File: config.mk
export PLATFORM = sky130hd
export DESIGN_NAME = gpio_out_port
export DESIGN_NICKNAME = d
export VERILOG_FILES = /design/src/rtl/gpio_out_pkg.sv /design/src/rtl/gpio_out_ctrl.sv /design/src/rtl/gpio_out_dp.sv /design/src/rtl/gpio_out_port.sv
export SDC_FILE = /design/constraint.sdc
export NUM_CORES = 1
export LEC_CHECK = 0
export BUFFER_PORTS_ARGS = -buffer_cell sky130_fd_sc_hd__buf_2
export CORE_MARGIN = 3
export CORE_UTILIZATION = 41
export DETAILED_ROUTE_END_ITERATION = 6
export HOLD_SLACK_MARGIN = 0.03
export PLACE_DENSITY = 0.91
export SYNTH_ARGS = -nofsm -noshare
export SYNTH_HDL_FRONTEND = slang
export SYNTH_SLANG_ARGS = --single-unit
File: constraint.sdc
create_clock -name clk -period 3.1 [get_ports clk]
set_input_delay 0.155 -clock clk [delete_from_list [all_inputs] [get_ports clk]]
set_output_delay 0.155 -clock clk [all_outputs]
set_load 0.03 [all_outputs]
File: src/rtl/gpio_out_pkg.sv
package gpio_out_pkg;

  // Strobes from the address decoder to the output-data datapath
  typedef struct packed {
    logic odrWrite;   // whole-register write of the output data
    logic bsrWrite;   // atomic set/clear write
    logic odrRead;    // output-data register selected for reading
  } ctrl_strobes_t;

endpackage

File: src/rtl/gpio_out_ctrl.sv
module gpio_out_ctrl
  import gpio_out_pkg::*;
#(
  parameter int unsigned ADDR_W      = 12,
  parameter logic [ADDR_W-1:0] ODR_OFFSET = 12'h814,
  parameter logic [ADDR_W-1:0] BSR_OFFSET = 12'h818
) (
  input  logic [ADDR_W-1:0] busAddr,
  input  logic              busWrEn,
  output ctrl_strobes_t     strobes
);

  logic hitOdr;
  logic hitBsr;

  always_comb begin
    hitOdr           = (busAddr == ODR_OFFSET);
    hitBsr           = (busAddr == BSR_OFFSET);
    strobes.odrWrite = busWrEn && hitOdr;
    strobes.bsrWrite = busWrEn && hitBsr;
    // the set/clear register has no read path: it always returns zero
    strobes.odrRead  = hitOdr;
  end

endmodule

File: src/rtl/gpio_out_dp.sv
module gpio_out_dp
  import gpio_out_pkg::*;
#(
  parameter int unsigned PIN_COUNT = 16,
  parameter int unsigned BUS_W     = 32,
  parameter logic [PIN_COUNT-1:0] PIN_MASK = 16'hE07F
) (
  input  logic                 clk,
  input  logic                 rstN,
  input  ctrl_strobes_t        strobes,
  input  logic [BUS_W-1:0]     wrData,
  output logic [PIN_COUNT-1:0] odrQ
);

  localparam int unsigned CLR_LSB = PIN_COUNT;
  localparam int unsigned CLR_MSB = 2 * PIN_COUNT - 1;

  logic [PIN_COUNT-1:0] setVec;
  logic [PIN_COUNT-1:0] clrVec;
  logic [PIN_COUNT-1:0] odrNext;

  always_comb begin
    // requests on reserved positions are dropped here
    setVec = wrData[PIN_COUNT-1:0] & PIN_MASK;
    clrVec = wrData[CLR_MSB:CLR_LSB] & PIN_MASK;
    if (strobes.odrWrite) begin
      odrNext = wrData[PIN_COUNT-1:0] & PIN_MASK;
    end else if (strobes.bsrWrite) begin
      // clear first, then set: set wins on a collision
      odrNext = ((odrQ & ~clrVec) | setVec) & PIN_MASK;
    end else begin
      odrNext = odrQ;
    end
  end

  always_ff @(posedge clk or negedge rstN) begin
    if (!rstN) begin
      odrQ <= '0;
    end else begin
      odrQ <= odrNext;
    end
  end

endmodule

File: src/rtl/gpio_out_port.sv
module gpio_out_port
  import gpio_out_pkg::*;
#(
  parameter int unsigned ADDR_W    = 12,
  parameter int unsigned BUS_W     = 32,
  parameter int unsigned PIN_COUNT = 16,
  parameter logic [PIN_COUNT-1:0] PIN_MASK   = 16'hE07F,
  parameter logic [ADDR_W-1:0]    ODR_OFFSET = 12'h814,
  parameter logic [ADDR_W-1:0]    BSR_OFFSET = 12'h818
) (
  input  logic                 clk,
  input  logic                 rstN,
  input  logic [ADDR_W-1:0]    busAddr,
  input  logic                 busWrEn,
  input  logic [BUS_W-1:0]     busWrData,
  output logic [BUS_W-1:0]     busRdData,
  output logic [PIN_COUNT-1:0] pinOut
);

  localparam int unsigned PAD_W = BUS_W - PIN_COUNT;

  ctrl_strobes_t        strobes;
  logic [PIN_COUNT-1:0] odrQ;

  gpio_out_ctrl #(
    .ADDR_W    (ADDR_W),
    .ODR_OFFSET(ODR_OFFSET),
    .BSR_OFFSET(BSR_OFFSET)
  ) ctrl_i (
    .busAddr(busAddr),
    .busWrEn(busWrEn),
    .strobes(strobes)
  );

  gpio_out_dp #(
    .PIN_COUNT(PIN_COUNT),
    .BUS_W    (BUS_W),
    .PIN_MASK (PIN_MASK)
  ) dp_i (
    .clk    (clk),
    .rstN   (rstN),
    .strobes(strobes),
    .wrData (busWrData),
    .odrQ   (odrQ)
  );

  always_comb begin
    busRdData = strobes.odrRead ? {{PAD_W{1'b0}}, odrQ} : '0;
    pinOut    = odrQ;
  end

endmodule

==> impl_metrics.tcl <==
set metrics [dict create \
    status "finished clean" \
    die_w_um 57.8 \
    synth_cell_types 25 \
    postSynthCellCount 137 \
    root_buffer "clkbuf_4" \
    relSlewSlack 0.656 \
    p_leak_nw 0.653 \
    required_ns 2.94 \
    drc_errors 0 \
    switchingPower_uw 128 \
    ir_worst_vdd_mv 0.104 \
    clock-sinks 10 \
    yosys.area.top_type "dfrtp_1" \
    holdPathStages 3 \
    seqPwrFrac 0.390 \
    synth_top_flop_cell "dfrtp_1" \
    cap_viol_max_count 0 \
    detail-route-antenna-nets 0 \
    worstPathMaxFanout 11 \
    layout.nets 237 \
    grt_pass1_vias 955 \
    reg2reg_to "dp_i.odrQ[14]$_DFFE_PN0P_" \
    min_from "busWrData[5]" \
    pwr-share-comb 0.336 \
    cts_max_level 1 \
    tns_ns 0 \
    ys.warnings.count 0 \
    setup_violations 0 \
    p_int_uw 207 \
    die_y_um 57.8 \
    period_needed_ns 2.06 \
    finalMaxSlewViolations 0 \
    synthToLayoutAreaGrowth_pct 17.4 \
    num_rows 18 \
    cts_tree "yes" \
    grt_pass1_wl_um 4270 \
    grt_usage 0.161 \
    seq_area_sq_um 250 \
    core_area_sq_um 2520 \
    viasPerCell 5.09 \
    initialDrtViolationCount 28 \
    dpl.hpwl_um 2090 \
    dpl_cell_area_sq_um 1260 \
    synth_most_common_cell "buf_4" \
    antennaDiodeCount 0 \
    tightest_slew_ns 0.512 \
    yosysSeqAreaShare 0.228 \
    switching_share 0.381 \
    avgSynthCellArea_sq_um 8.02 \
    die_area_sq_um 3340 \
    start_util 0.436 \
    path_clk_slew_ns 0.07 \
    routabilityCongestion 0.703 \
    min_to "dp_i.odrQ[5]$_DFFE_PN0P_" \
    reg.largest.list "dp_i.odrQ (10)" \
    start_kind "input port" \
    wl_per_cell_um 12.7 \
    power.share.clock 0.274 \
    async_reset_ff_frac 1.00 \
    timing.rr.start "dp_i.odrQ[14]$_DFFE_PN0P_" \
    ys_top_cells_by_count "buf_4 (28), nor2_1 (20), a21oi_1 (19)" \
    finalPower_uw 335 \
    syn_area_sq_um 1100 \
    ff2ff_setup_slack_ns 2.21 \
    netlist_top_cells_area "dfrtp_1 (23%), buf_4 (19%), a21oi_1 (8.7%)" \
    top_register "dp_i.odrQ" \
    fin_skew_ns 0 \
    post_cts_buffers 0 \
    worstPathArrival_ns 1.91 \
    wirelength_um 2760 \
    drive_gt1_frac 0.324 \
    synth_top_area_share 0.228 \
    drt_pass1_iterations 4 \
    num-fill-cells 281 \
    ys_seq_elements 10 \
    io_pins 95 \
    synth-edff-count 0 \
    finalHoldViolCount 0 \
    insertion_delay_ns 0.26 \
    grt_antenna_before_repair 0 \
    route.vias.total 1110 \
    critPathKind "input port to output pin" \
    power.density_nw_per_um2 259 \
    cp-end-kind "output pin" \
    fin_area_sq_um 1290 \
    cts_made_buffers 3 \
    rsz0062_at_grt "false" \
    hold_class "input port to register" \
    io_buffer_count 54 \
    largest_reg_flops 10 \
    grt-ovfl-total 0 \
    grt_max_degree 23 \
    post-route-period-util 0.665 \
    max_freq_mhz 485 \
    clock_path_buffers 2 \
    multiInputGateArea_sq_um 696 \
    reg2reg_depth 2 \
]
## worst max-delay path, stage by stage
cell and delay (ns):
buf_2 0.11, nor4b_4 0.33, nand2_1 0.36, nor4_4 0.56, and2_1 0.20, buf_2 0.19
## cells by family (layout without fill, tap and decap cells)
| group | Yosys count | after routing | synth area share |
|---|---|---|---|
| and+or+nand+nor | 52 | 52 | 0.288 |
| AOI/OAI and AO/OA | 38 | 38 | 0.241 |
| buffers and inverters | 35 | 59 | 0.231 |
| DFF | 10 | 10 | 0.228 |
| other | 1 | 28 | 0.00341 |
| xor gates and xnor gates | 1 | 1 | 0.00797 |
## area by class of cell
type,instances,share of cell area
Multi-Input combinational cell,119,0.539
Timing Repair Buffer,55,0.217
Sequential cell,10,0.194
Tap cell,30,0.0291
Clock buffer,3,0.0175
Inverter,1,0.00291
## timing repair
item / CTS / global route
resized for setup: 0 / 0
hold buffers: 1 / 0
hold endpoints to repair: 10 / 0
## power by group through the flow
stage	Combinational, mW	Clock, mW	Sequential, mW
2_1_floorplan	0.105	0	0.133
3_3_place_gp	0.109	0	0.133
3_5_place_dp	0.111	0	0.133
4_1_cts	0.112	0.0911	0.130
5_1_grt	0.122	0.0971	0.130
6_report	0.112	0.0918	0.130
## worst max path at each step
| stage | from | to | slack, ns |
|---|---|---|---|
| 2_1_floorplan | busAddr[9] | busRdData[0] | 1.53 |
| 3_3_place_gp | busAddr[5] | busRdData[1] | 1.01 |
| 3_5_place_dp | busAddr[5] | busRdData[14] | 1.0 |
| 4_1_cts | busAddr[5] | busRdData[14] | 1.0 |
| 5_1_grt | busAddr[5] | busRdData[15] | 0.87 |
| 6_report | busAddr[5] | busRdData[14] | 1.04 |
## cells in the final DEF (no fill, tap or decap), types with 2 or more instances in the layout
| cell type | instances |
|---|---|
| a21oi_1 | 19 |
| clkbuf_4 | 3 |
| and2_1 | 10 |
| o41ai_1 | 9 |
| conb_1 | 28 |
| buf_2 | 54 |
| dfrtp_1 | 10 |
| nor2_1 | 20 |
| nand2_1 | 3 |
| o221ai_1 | 9 |
| nand4_1 | 2 |
| nand2b_1 | 9 |
## through the flow
stage / hold WS, ns / util / std cells / setup slack (ns)
6_report: 0.138 / 0.511 / 218 / 1.04
2_1_floorplan: -0.141 / - / 164 / 1.53
4_1_cts: 0.146 / 0.511 / 218 / 0.996
3_3_place_gp: 0.0303 / 0.499 / 214 / 1.01
5_1_grt: 0.157 / 0.511 / 218 / 0.866
3_5_place_dp: 0.0320 / 0.499 / 214 / 0.998
## routing by layer
| layer | vias to the layer above | track usage | wire length [um] |
|---|---|---|---|
| li1 | 551 | - | - |
| met1 | 505 | 0.186 | 1060 |
| met2 | 52 | 0.294 | 1410 |
| met3 | 2 | 0.0356 | 280 |
| met4 | 0 | 0.0497 | 19 |
| met5 | - | 0 | 0 |
Power figures use the tool's default switching activity.
